### src/rtl/tick_pkg.sv
package tick_pkg;

  typedef enum logic [1:0] {
    DIS_KEEP = 2'd0,
    DIS_CNT  = 2'd1,
    DIS_LIM  = 2'd2
  } dis_src_e;

  // limit write is the later writer of the shared flag
  function automatic dis_src_e dis_select(input logic cnt_we, input logic lim_we);
    if (lim_we)      return DIS_LIM;
    else if (cnt_we) return DIS_CNT;
    else             return DIS_KEEP;
  endfunction

endpackage

### src/rtl/tick_counter.sv
module tick_counter
  import tick_pkg::*;
#(
  parameter int unsigned VAL_W = 63
) (
  input  logic             clk_i,
  input  logic             rst_ni,
  input  logic             cnt_we_i,
  input  logic [VAL_W-1:0] cnt_val_i,
  input  logic             cnt_dis_i,
  input  logic             lim_we_i,
  input  logic             lim_dis_i,
  output logic [VAL_W-1:0] cnt_o,
  output logic             dis_o
);

  logic [VAL_W-1:0] cnt_q;
  logic             dis_q;
  dis_src_e         dis_src;

  assign dis_src = dis_select(cnt_we_i, lim_we_i);

  always_ff @(posedge clk_i or negedge rst_ni) begin
    if (!rst_ni) begin
      cnt_q <= '0;
    end else if (cnt_we_i) begin
      cnt_q <= cnt_val_i;
    end else begin
      cnt_q <= cnt_q + 1'b1;  // natural wrap at 2^VAL_W
    end
  end

  always_ff @(posedge clk_i or negedge rst_ni) begin
    if (!rst_ni) begin
      dis_q <= 1'b1;
    end else begin
      unique case (dis_src)
        DIS_LIM: dis_q <= lim_dis_i;
        DIS_CNT: dis_q <= cnt_dis_i;
        default: dis_q <= dis_q;
      endcase
    end
  end

  assign cnt_o = cnt_q;
  assign dis_o = dis_q;

  a_r2_incr: assert property (@(posedge clk_i) disable iff (!rst_ni)
    !cnt_we_i |=> cnt_o == VAL_W'($past(cnt_o) + 1'b1));

  a_r3_load: assert property (@(posedge clk_i) disable iff (!rst_ni)
    cnt_we_i |=> cnt_o == $past(cnt_val_i));

  a_r5_lim_wins: assert property (@(posedge clk_i) disable iff (!rst_ni)
    lim_we_i |=> dis_o == $past(lim_dis_i));

endmodule

### src/rtl/tick_compare.sv
module tick_compare #(
  parameter int unsigned VAL_W = 63
) (
  input  logic             clk_i,
  input  logic             rst_ni,
  input  logic             lim_we_i,
  input  logic [VAL_W-1:0] lim_val_i,
  input  logic             cnt_we_i,
  input  logic [VAL_W-1:0] cnt_i,
  input  logic             dis_i,
  output logic             match_o
);

  logic [VAL_W-1:0] lim_q;
  logic             armed_q;
  logic             late_q;
  logic             match_q;
  logic             fire;

  assign fire = armed_q && !dis_i && (late_q || (cnt_i == lim_q));

  always_ff @(posedge clk_i or negedge rst_ni) begin
    if (!rst_ni) begin
      lim_q   <= '0;
      armed_q <= 1'b0;
      late_q  <= 1'b0;
    end else if (lim_we_i) begin
      lim_q   <= lim_val_i;
      armed_q <= |lim_val_i;
      // overdue only against the count present now; a count write voids it
      late_q  <= (lim_val_i <= cnt_i) && !cnt_we_i;
    end else begin
      if (fire) begin
        armed_q <= 1'b0;
        late_q  <= 1'b0;
      end else if (cnt_we_i) begin
        late_q  <= 1'b0;
      end
    end
  end

  always_ff @(posedge clk_i or negedge rst_ni) begin
    if (!rst_ni) match_q <= 1'b0;
    else         match_q <= fire;
  end

  assign match_o = match_q;

  a_r8_no_match_disabled: assert property (@(posedge clk_i) disable iff (!rst_ni)
    match_o |-> !$past(dis_i));

  a_r10_disarm: assert property (@(posedge clk_i) disable iff (!rst_ni)
    (match_o && !$past(lim_we_i)) |-> !armed_q);

  a_r7_zero_disarms: assert property (@(posedge clk_i) disable iff (!rst_ni)
    (lim_we_i && lim_val_i == '0) |=> !armed_q);

endmodule

### src/rtl/tick_cmp_timer.sv
module tick_cmp_timer #(
  parameter int unsigned CNT_W = 64
) (
  input  logic             clk_i,
  input  logic             rst_ni,
  input  logic             cnt_we_i,
  input  logic [CNT_W-1:0] cnt_wdata_i,
  input  logic             lim_we_i,
  input  logic [CNT_W-1:0] lim_wdata_i,
  output logic [CNT_W-1:0] cnt_rdata_o,
  output logic             match_o
);

  localparam int unsigned VAL_W = CNT_W - 1;

  logic [VAL_W-1:0] cnt;
  logic             dis;

  tick_counter #(.VAL_W(VAL_W)) u_counter (
    .clk_i     (clk_i),
    .rst_ni    (rst_ni),
    .cnt_we_i  (cnt_we_i),
    .cnt_val_i (cnt_wdata_i[VAL_W-1:0]),
    .cnt_dis_i (cnt_wdata_i[VAL_W]),
    .lim_we_i  (lim_we_i),
    .lim_dis_i (lim_wdata_i[VAL_W]),
    .cnt_o     (cnt),
    .dis_o     (dis)
  );

  tick_compare #(.VAL_W(VAL_W)) u_compare (
    .clk_i     (clk_i),
    .rst_ni    (rst_ni),
    .lim_we_i  (lim_we_i),
    .lim_val_i (lim_wdata_i[VAL_W-1:0]),
    .cnt_we_i  (cnt_we_i),
    .cnt_i     (cnt),
    .dis_i     (dis),
    .match_o   (match_o)
  );

  assign cnt_rdata_o = {dis, cnt};

endmodule

### config.mk
export PLATFORM = sky130hd
export DESIGN_NAME = tick_cmp_timer
export DESIGN_NICKNAME = d
export VERILOG_FILES = /design/src/rtl/tick_pkg.sv /design/src/rtl/tick_counter.sv /design/src/rtl/tick_compare.sv /design/src/rtl/tick_cmp_timer.sv
export SDC_FILE = /design/constraint.sdc
export NUM_CORES = 1
export LEC_CHECK = 0
export BUFFER_PORTS_ARGS = -buffer_cell sky130_fd_sc_hd__clkbuf_2
export CORE_ASPECT_RATIO = 2
export CORE_MARGIN = 5
export CORE_UTILIZATION = 30
export DETAILED_ROUTE_END_ITERATION = 8
export GPL_ROUTABILITY_DRIVEN = 0
export PLACE_DENSITY = 0.54
export SYNTH_ARGS = -nofsm -noshare
export SYNTH_HDL_FRONTEND = slang
export SYNTH_SLANG_ARGS = --single-unit
### constraint.sdc
create_clock -name clk_i -period 2.9 [get_ports clk_i]
set_clock_uncertainty 0.2 [all_clocks]
set_input_delay 0.58 -clock clk_i [delete_from_list [all_inputs] [get_ports clk_i]]
set_output_delay 0.58 -clock clk_i [all_outputs]
set_load 0.05 [all_outputs]
==> metrics.txt, run 1 <==
# TYPE chip_impl_metric gauge
chip_impl_info{name="cts_tree",value="built"} 1
chip_impl_metric{name="initial_antenna_violation_count",unit=""} 3
chip_impl_metric{name="number_of_global_route_vias_before_repair",unit=""} 8170
chip_impl_info{name="clock-root-buffer",value="clkbuf_16"} 1
chip_impl_metric{name="xor_and_xnor_area_share_after_synthesis",unit="%"} 13.07
chip_impl_info{name="min-delay-start",value="lim_wdata_i[63]"} 1
chip_impl_metric{name="muxShareOfSynthArea",unit="%"} 9.202
chip_impl_info{name="status",value="complete, no violations"} 1
chip_impl_info{name="critical_path.endpoint_type",value="register"} 1
chip_impl_info{name="capturing_point_of_the_worst_reg2reg_path",value="u_counter.cnt_o[54]$_DFF_PN0_"} 1
chip_impl_metric{name="tritoncts.num_buffers",unit=""} 17
chip_impl_metric{name="fp.coreArea",unit="um^2"} 27440
chip_impl_metric{name="tns",unit="ns"} 0
chip_impl_info{name="hp-class",value="in -> reg"} 1
chip_impl_metric{name="synth_cell_type_count",unit=""} 50
chip_impl_metric{name="utilization",unit="%"} 38.99
chip_impl_metric{name="dieArea",unit="um^2"} 31320
chip_impl_metric{name="drt-total-wl",unit="um"} 32580
chip_impl_metric{name="maximum_buffer_depth_of_the_clock_tree",unit=""} 2
chip_impl_metric{name="die_x",unit="um"} 127.7
chip_impl_metric{name="total_power",unit="W"} 0.006148
chip_impl_metric{name="dp_hpwl",unit="um"} 26790
chip_impl_metric{name="cts.sink_count",unit=""} 130
chip_impl_metric{name="numPlacedInstances",unit=""} 1428
chip_impl_metric{name="synthSimpleGateAreaFrac",unit="%"} 17.14
chip_impl_info{name="worstSetupPathType",value="reg -> reg"} 1
chip_impl_metric{name="cts_max_level",unit=""} 4
chip_impl_metric{name="floorplan.initialDensity",unit="%"} 30.28
chip_impl_metric{name="initialDrtViolationCount",unit=""} 378
chip_impl_metric{name="die-height",unit="um"} 245.3
chip_impl_metric{name="synth_edf_count",unit=""} 0
chip_impl_metric{name="synth_seq_cells",unit=""} 130
chip_impl_metric{name="highest_clock_frequency_the_design_can_meet",unit="MHz"} 365.5
chip_impl_metric{name="grt_usage",unit="%"} 21.03
chip_impl_metric{name="route.detailed.drc",unit=""} 0
chip_impl_metric{name="worst_hold_slack",unit="ns"} 0.1300
chip_impl_metric{name="multi_input_comb_area",unit="um^2"} 4700
chip_impl_metric{name="max-slew-margin-rel",unit="%"} 57.81
chip_impl_metric{name="worst_ep_arrival_time",unit="ns"} 2.87
chip_impl_metric{name="critical_path_data_required_time",unit="ns"} 3.04
chip_impl_metric{name="pin_count_of_the_biggest_net_entering_global_routing",unit=""} 70
chip_impl_metric{name="synth.net_count",unit=""} 1057
chip_impl_metric{name="maxCapViolations",unit=""} 0
chip_impl_metric{name="hold_violations",unit=""} 0
chip_impl_metric{name="period_needed",unit="ns"} 2.736
chip_impl_metric{name="max_slew.worst_pin.slew",unit="ns"} 0.6271
chip_impl_metric{name="p_per_area",unit="nW/um^2"} 574.7
chip_impl_metric{name="post_cts.repair.setup_buffers",unit=""} 0
chip_impl_metric{name="synth_compound_gate_area_share",unit="%"} 7.515
chip_impl_metric{name="routed_via_density",unit=""} 5.123
chip_impl_metric{name="post_route_cells_drive_above_1_share",unit="%"} 32.01
chip_impl_metric{name="ff2ff_path_depth",unit=""} 6
chip_impl_metric{name="yosys_warnings",unit=""} 0
chip_impl_metric{name="post_synth_adder_cell_area",unit="%"} 9.639
chip_impl_info{name="worstHoldEndpoint",value="u_counter.dis_o$_DFFE_PN1P_"} 1
chip_impl_metric{name="synthesis.instances",unit=""} 861
chip_impl_metric{name="wire_per_inst",unit="um"} 22.25
chip_impl_metric{name="grt_first_pass_wirelength",unit="um"} 48600
chip_impl_metric{name="drt-pass1-iter-count",unit=""} 5
chip_impl_metric{name="gr-total-overflow",unit=""} 0
chip_impl_info{name="worst_r2r_startpoint",value="u_counter.cnt_o[20]$_DFF_PN0_"} 1
chip_impl_metric{name="layout_worst_path_cycle_share",unit="%"} 94.34
chip_impl_metric{name="slew_violations",unit=""} 0
chip_impl_info{name="synth_top_family_by_area",value="simple AND/OR/NAND/NOR gates"} 1
chip_impl_metric{name="syn_avg_cell_area",unit="um^2"} 9.649
chip_impl_info{name="startpoint_types",value="register"} 1
chip_impl_info{name="dominantRegCellSynth",value="dfrtp_1"} 1
chip_impl_metric{name="placement.io_buffers",unit=""} 196
chip_impl_metric{name="vdd_drop_max",unit="mV"} 0.4605
chip_impl_metric{name="holdPathStages",unit=""} 3
chip_impl_metric{name="drtAntennaViolNets",unit=""} 0
chip_impl_metric{name="r2r_slack",unit="ns"} 0.16
chip_impl_metric{name="rows",unit=""} 86
chip_impl_metric{name="worstSkewPairLatency",unit="ns"} 0.45
chip_impl_metric{name="finish.cell_count_without_fillers",unit=""} 1464
chip_impl_metric{name="ff_latch_area",unit="um^2"} 3263
chip_impl_metric{name="power.leakage",unit="nW"} 4.913
chip_impl_metric{name="io-pin-count",unit=""} 197
chip_impl_metric{name="finish.net_count",unit=""} 1292
chip_impl_metric{name="ys_async_sr_fraction",unit="%"} 100.0
chip_impl_metric{name="synth_area",unit="um^2"} 8308
chip_impl_metric{name="fillerInstances",unit=""} 2810
chip_impl_info{name="unrepaired_setup_endpoints_after_global_routing",value="false"} 1
chip_impl_metric{name="area_growth_syn_to_layout",unit="%"} 28.78
chip_impl_metric{name="cp_max_fo",unit=""} 9
chip_impl_metric{name="finalSetupViolCount",unit=""} 0
chip_impl_metric{name="cts.clk_slew.worst_paths",unit="ns"} 0.06
chip_impl_metric{name="yosysSeqAreaShare",unit="%"} 39.17
chip_impl_metric{name="dr_total_vias",unit=""} 7500
[area by class of cell]
cell class	instances	area share, %
Antenna cell	3	0.07017
Clock buffer	24	4.596
Clock inverter	8	1.392
Inverter	64	2.245
Multi-Input combinational cell	640	43.92
Sequential cell	130	30.50
Tap cell	352	4.116
Timing Repair Buffer	243	13.16
[routing by layer]
metal,share of wire (%),GRT usage [%],wire length (um)
met5,0,0,0
met4,5.4,11.81,1750
met3,4.1,4.130,1338
met2,58,41.37,18900
met1,33,19.54,10590
[layout by cell type (no fill, tap or decap), types with 2 or more instances in the layout]
master | Yosys | final
clkbuf_2 | 0 | 194
dfrtp_1 | 129 | 122
nand2_1 | 98 | 98
o21ai_0 | 67 | 67
mux2_2 | 67 | 67
inv_1 | 64 | 64
ha_1 | 64 | 64
xor2_1 | 63 | 63
xnor2_1 | 61 | 61
nor4_1 | 44 | 44
buf_4 | 1 | 42
nand3_1 | 27 | 27
nor3_1 | 27 | 27
nand4_1 | 27 | 27
a21oi_1 | 27 | 27
clkbuf_16 | 0 | 17
nor2_1 | 15 | 15
dfrtp_2 | 0 | 7
and3_1 | 6 | 6
and4_1 | 5 | 5
buf_12 | 0 | 5
nand2b_1 | 4 | 4
a221oi_1 | 4 | 4
clkbuf_8 | 0 | 4
bufinv_16 | 0 | 4
diode_2 | 0 | 3
or3_1 | 3 | 3
a21o_1 | 3 | 3
clkbuf_1 | 23 | 3
or4_4 | 2 | 2
nor4_4 | 2 | 2
nor4_2 | 2 | 2
a211oi_1 | 2 | 2
clkinvlp_4 | 0 | 2
[cells by family after synthesis]
kind of cell	Yosys count
AND/OR/NAND/NOR	271
AO/OA/AOI/OAI	113
XOR/XNOR	124
flip-flops	130
buffers and inverters	91
multiplexers	68
adder cells (fa/ha/maj)	64
[registers in the layout, summed over array words and instances, names as in the netlist]
signal / cells
u_compare.lim_q: 63
u_counter.dis_o: 1
u_counter.cnt_o: 63
u_compare.late_q: 1
u_compare.armed_q: 1
u_compare.match_o: 1
[worst max-delay path: stages (launching register included)]
cell     delay (ns)
dfrtp_2        0.42
nand3_1        0.17
or4_4          0.57
or4_4          0.66
nor4_4         0.25
xnor2_1        0.09
mux2_2         0.26
[metrics by stage]
stage	area [um^2]	worst slack, ns
2_1_floorplan	8317	0.004624
3_3_place_gp	10040	0.1939
3_5_place_dp	10040	0.1546
4_1_cts	10690	0.1676
5_1_grt	10700	0.05683
6_report	10700	0.1641
[how the worst max path moves through the flow]
stage                                              from                            end  slack [ns]  cells past startpoint
after floorplan           u_counter.cnt_o[24]$_DFF_PN0_  u_counter.cnt_o[54]$_DFF_PN0_       0.005                      7
after global placement    u_counter.cnt_o[20]$_DFF_PN0_  u_counter.cnt_o[54]$_DFF_PN0_        0.19                      6
after detailed placement                lim_wdata_i[57]   u_compare.late_q$_DFFE_PN0P_        0.15                      8
after CTS                 u_counter.cnt_o[19]$_DFF_PN0_  u_counter.cnt_o[54]$_DFF_PN0_        0.17                      6
after global routing      u_counter.cnt_o[58]$_DFF_PN0_   u_compare.late_q$_DFFE_PN0P_        0.06                      8
final                     u_counter.cnt_o[20]$_DFF_PN0_  u_counter.cnt_o[54]$_DFF_PN0_        0.16                      6
[cells in the mapped netlist, drive strengths merged (6+ instances only)]
library cell,n,area share [%]
nor2,15,0.68
and3,6,0.45
xor2,63,6.6
nand4,28,2.2
a21oi,27,1.6
nor4,48,4.1
xnor2,61,6.4
inv,64,2.9
nand2,98,4.4
nor3,27,1.6
o21ai,68,4.1
clkbuf,23,1.0
dfrtp,129,39
mux2,67,9.1
ha,64,9.6
nand3,27,1.6
[where the power goes]
group          leakage [nW]  switching, W  internal (W)  total (W)
Sequential             1.54      0.000190       0.00200    0.00219
Clock                 0.307      0.000848       0.00153    0.00238
Combinational          3.07       0.00103      0.000557    0.00159
[what timing repair did]
| item | in CTS | in global routing |
|---|---|---|
| endpoints found under the hold margin | 54 | 0 |
| endpoints found under the setup margin | 0 | 0 |
| hold buffers | 1 | 0 |
| gates resized for setup | 0 | 0 |
(Power assumes the default switching activity.)
==> inputs of run 2 (changes only) <==
Settings changed: CORE_UTILIZATION 30 to 38, PLACE_DENSITY 0.54 to 0.64.
==> run 2 against run 1 <==
  * Combinational power about the same
  * Non-clock buffer count decreased by 3
  * Sequential power about the same
  * Design area decreased by 1.8%
  * Critical path depth unchanged
  * Clock power decreased by 8.4%
==> metrics.txt, run 2 (synthesized netlist as in run 1, its figures left out) <==
# TYPE chip_impl_metric gauge
chip_impl_info{name="status",value="complete, no violations"} 1
chip_impl_metric{name="tritoncts.num_buffers",unit=""} 17
chip_impl_metric{name="cts_max_level",unit=""} 4
chip_impl_metric{name="number_of_global_route_vias_before_repair",unit=""} 7950
chip_impl_info{name="unrepaired_setup_endpoints_after_global_routing",value="false"} 1
chip_impl_metric{name="maximum_buffer_depth_of_the_clock_tree",unit=""} 2
chip_impl_metric{name="die_x",unit="um"} 114.6
chip_impl_info{name="critical_path.most_common_cell",value="or4_4"} 1
chip_impl_metric{name="cp_max_fo",unit=""} 9
chip_impl_metric{name="finalSetupViolCount",unit=""} 0
chip_impl_metric{name="die-height",unit="um"} 219.1
chip_impl_metric{name="grt_first_pass_wirelength",unit="um"} 45310
chip_impl_info{name="hp-class",value="in -> reg"} 1
chip_impl_info{name="worst_r2r_startpoint",value="u_counter.cnt_o[17]$_DFF_PN0_"} 1
chip_impl_metric{name="wire_per_inst",unit="um"} 21.89
chip_impl_metric{name="dr_total_vias",unit=""} 7605
chip_impl_metric{name="power.leakage",unit="nW"} 4.874
chip_impl_metric{name="dp_hpwl",unit="um"} 24470
chip_impl_metric{name="vdd_drop_max",unit="mV"} 0.3113
chip_impl_metric{name="route.detailed.drc",unit=""} 0
chip_impl_metric{name="cts.sink_count",unit=""} 130
chip_impl_metric{name="post_cts_hold_buffer_count",unit=""} 1
chip_impl_metric{name="worstSkewPairLatency",unit="ns"} 0.44
chip_impl_metric{name="drt-total-wl",unit="um"} 30230
chip_impl_metric{name="drt-pass1-iter-count",unit=""} 5
chip_impl_metric{name="maxCapViolations",unit=""} 0
chip_impl_metric{name="grt_usage",unit="%"} 24.40
chip_impl_info{name="worstSetupPathType",value="reg -> reg"} 1
chip_impl_info{name="critical_path.endpoint_type",value="register"} 1
chip_impl_metric{name="slew_violations",unit=""} 0
chip_impl_metric{name="cts.clk_slew.worst_paths",unit="ns"} 0.06
chip_impl_metric{name="layout_worst_path_cycle_share",unit="%"} 93.88
chip_impl_metric{name="dieArea",unit="um^2"} 25100
chip_impl_metric{name="period_needed",unit="ns"} 2.723
chip_impl_metric{name="detailed_place.area",unit="um^2"} 9903
chip_impl_info{name="critical-path-top-delay-family",value="simple AND/OR/NAND/NOR gates"} 1
chip_impl_metric{name="drtAntennaViolNets",unit=""} 0
chip_impl_metric{name="initialDrtViolationCount",unit=""} 403
chip_impl_metric{name="initial_antenna_violation_count",unit=""} 2
chip_impl_metric{name="max_slew.worst_pin.slew",unit="ns"} 0.7328
chip_impl_info{name="startpoint_types",value="register"} 1
chip_impl_metric{name="highest_clock_frequency_the_design_can_meet",unit="MHz"} 367.3
chip_impl_metric{name="routed_via_density",unit=""} 5.507
chip_impl_metric{name="rows",unit=""} 76
chip_impl_metric{name="floorplan.initialDensity",unit="%"} 38.49
chip_impl_metric{name="fp.coreArea",unit="um^2"} 21590
chip_impl_metric{name="critical_path_buf_inv_count",unit=""} 0
chip_impl_metric{name="area_growth_syn_to_layout",unit="%"} 26.51
chip_impl_info{name="critical_path.slowest_cell",value="or4_4"} 1
chip_impl_metric{name="finish.net_count",unit=""} 1289
chip_impl_metric{name="pin_count_of_the_biggest_net_entering_global_routing",unit=""} 70
chip_impl_metric{name="critPathMaxStageDelay",unit="ns"} 0.66
chip_impl_metric{name="placement.io_buffers",unit=""} 196
chip_impl_info{name="layout.cells.most_common_list",value="clkbuf_2 (194), dfrtp_1 (122), nand2_1 (98)"} 1
chip_impl_metric{name="gr-total-overflow",unit=""} 0
chip_impl_metric{name="p_per_area",unit="nW/um^2"} 563.3
chip_impl_info{name="cts_tree",value="built"} 1
chip_impl_info{name="final_common_cell",value="clkbuf_2"} 1
chip_impl_metric{name="worst_ep_arrival_time",unit="ns"} 2.85
chip_impl_metric{name="critical_path_data_required_time",unit="ns"} 3.02
chip_impl_metric{name="post_cts.repair.setup_buffers",unit=""} 0
chip_impl_info{name="min-delay-start",value="cnt_wdata_i[44]"} 1
chip_impl_metric{name="cts.repair.resized",unit=""} 0
chip_impl_metric{name="layout.cell_area.non_filler",unit="um^2"} 10510
chip_impl_info{name="crit_path_from",value="u_counter.cnt_o[17]$_DFF_PN0_"} 1
chip_impl_metric{name="post_route_cells_drive_above_1_share",unit="%"} 31.92
chip_impl_metric{name="hold_violations",unit=""} 0
chip_impl_metric{name="io-pin-count",unit=""} 197
chip_impl_info{name="series_of_cell_instances_along_the_critical_path",value="nand4_2 > or4_4 > or4_4 > nor4_4 > xnor2_1 > mux2_2"} 1
chip_impl_info{name="clock-root-buffer",value="clkbuf_16"} 1
chip_impl_metric{name="tns",unit="ns"} 0
chip_impl_metric{name="max-slew-margin-rel",unit="%"} 50.70
## run 2: cell types whose count changed in the layout (fill, tap and decap cells not counted)
cell       change
diode_2        -1
bufinv_16      -2
buf_6          -1
clkbuf_1       -1
clkinv_2       +3
buf_4          -1
buf_12         -1
## run 2: through the flow
step	hold WS (ns)	setup slack, ns	instances	power, W	utilization [%]
floorplan	0.08441	0.004624	861	0.003130	-
global placement	0.3081	0.1858	1346	0.003741	45.88
detailed placement	0.3158	0.1685	1346	0.003766	45.88
CTS	0.1350	0.1762	1379	0.005948	48.67
global route	0.1559	0.06934	1381	0.006163	48.69
finish	0.1471	0.1774	1381	0.005920	48.69
## run 2: area by class of cell
class / instances / area, um^2
multi-input cells: 640 / 4700
clock buffers: 23 / 488.0
fillers: 2057 / 11080
repair buffers: 240 / 1369
well taps: 273 / 341.6
diodes: 2 / 5.005
flip-flops and latches: 130 / 3263
inverters: 64 / 240.2
clock inverters: 9 / 103.9
## run 2: report_power, final
| part | total [W] | leakage [nW] | internal, W | switching, W |
|---|---|---|---|---|
| combinational | 0.00156 | 3.05 | 0.000549 | 0.00101 |
| clock | 0.00218 | 0.289 | 0.00135 | 0.000827 |
| sequential | 0.00219 | 1.54 | 0.00200 | 0.000191 |
## run 2: final timing paths
kind / to / slack, ns / cells after the start
setup / recovery: u_counter.cnt_o[54]$_DFF_PN0_ / 0.18 / 6
setup reg to reg: u_counter.cnt_o[54]$_DFF_PN0_ / 0.18 / 6
min in group asynchronous: u_counter.cnt_o[4]$_DFF_PN0_ / 0.47 / 2
hold / removal: u_counter.cnt_o[44]$_DFF_PN0_ / 0.15 / 3
hold reg to reg: u_compare.lim_q[12]$_DFFE_PN0P_ / 0.33 / 1
max in group asynchronous: u_counter.cnt_o[5]$_DFF_PN0_ / 1.35 / 3
## run 2: worst min-delay path: stages
cell	delay [ns]
clkbuf_2	0.07
nand2_1	0.04
o21ai_0	0.05
## run 2: layer usage
| metal | GRT usage (%) | part of all wire (%) | up-vias |
|---|---|---|---|
| met3 | 4.443 | 4.4 | 105 |
| met4 | 15.77 | 7.0 | 0 |
| met5 | 0 | 0 | - |
| met1 | 23.81 | 34 | 3721 |
| li1 | - | - | 3512 |
| met2 | 45.62 | 55 | 267 |
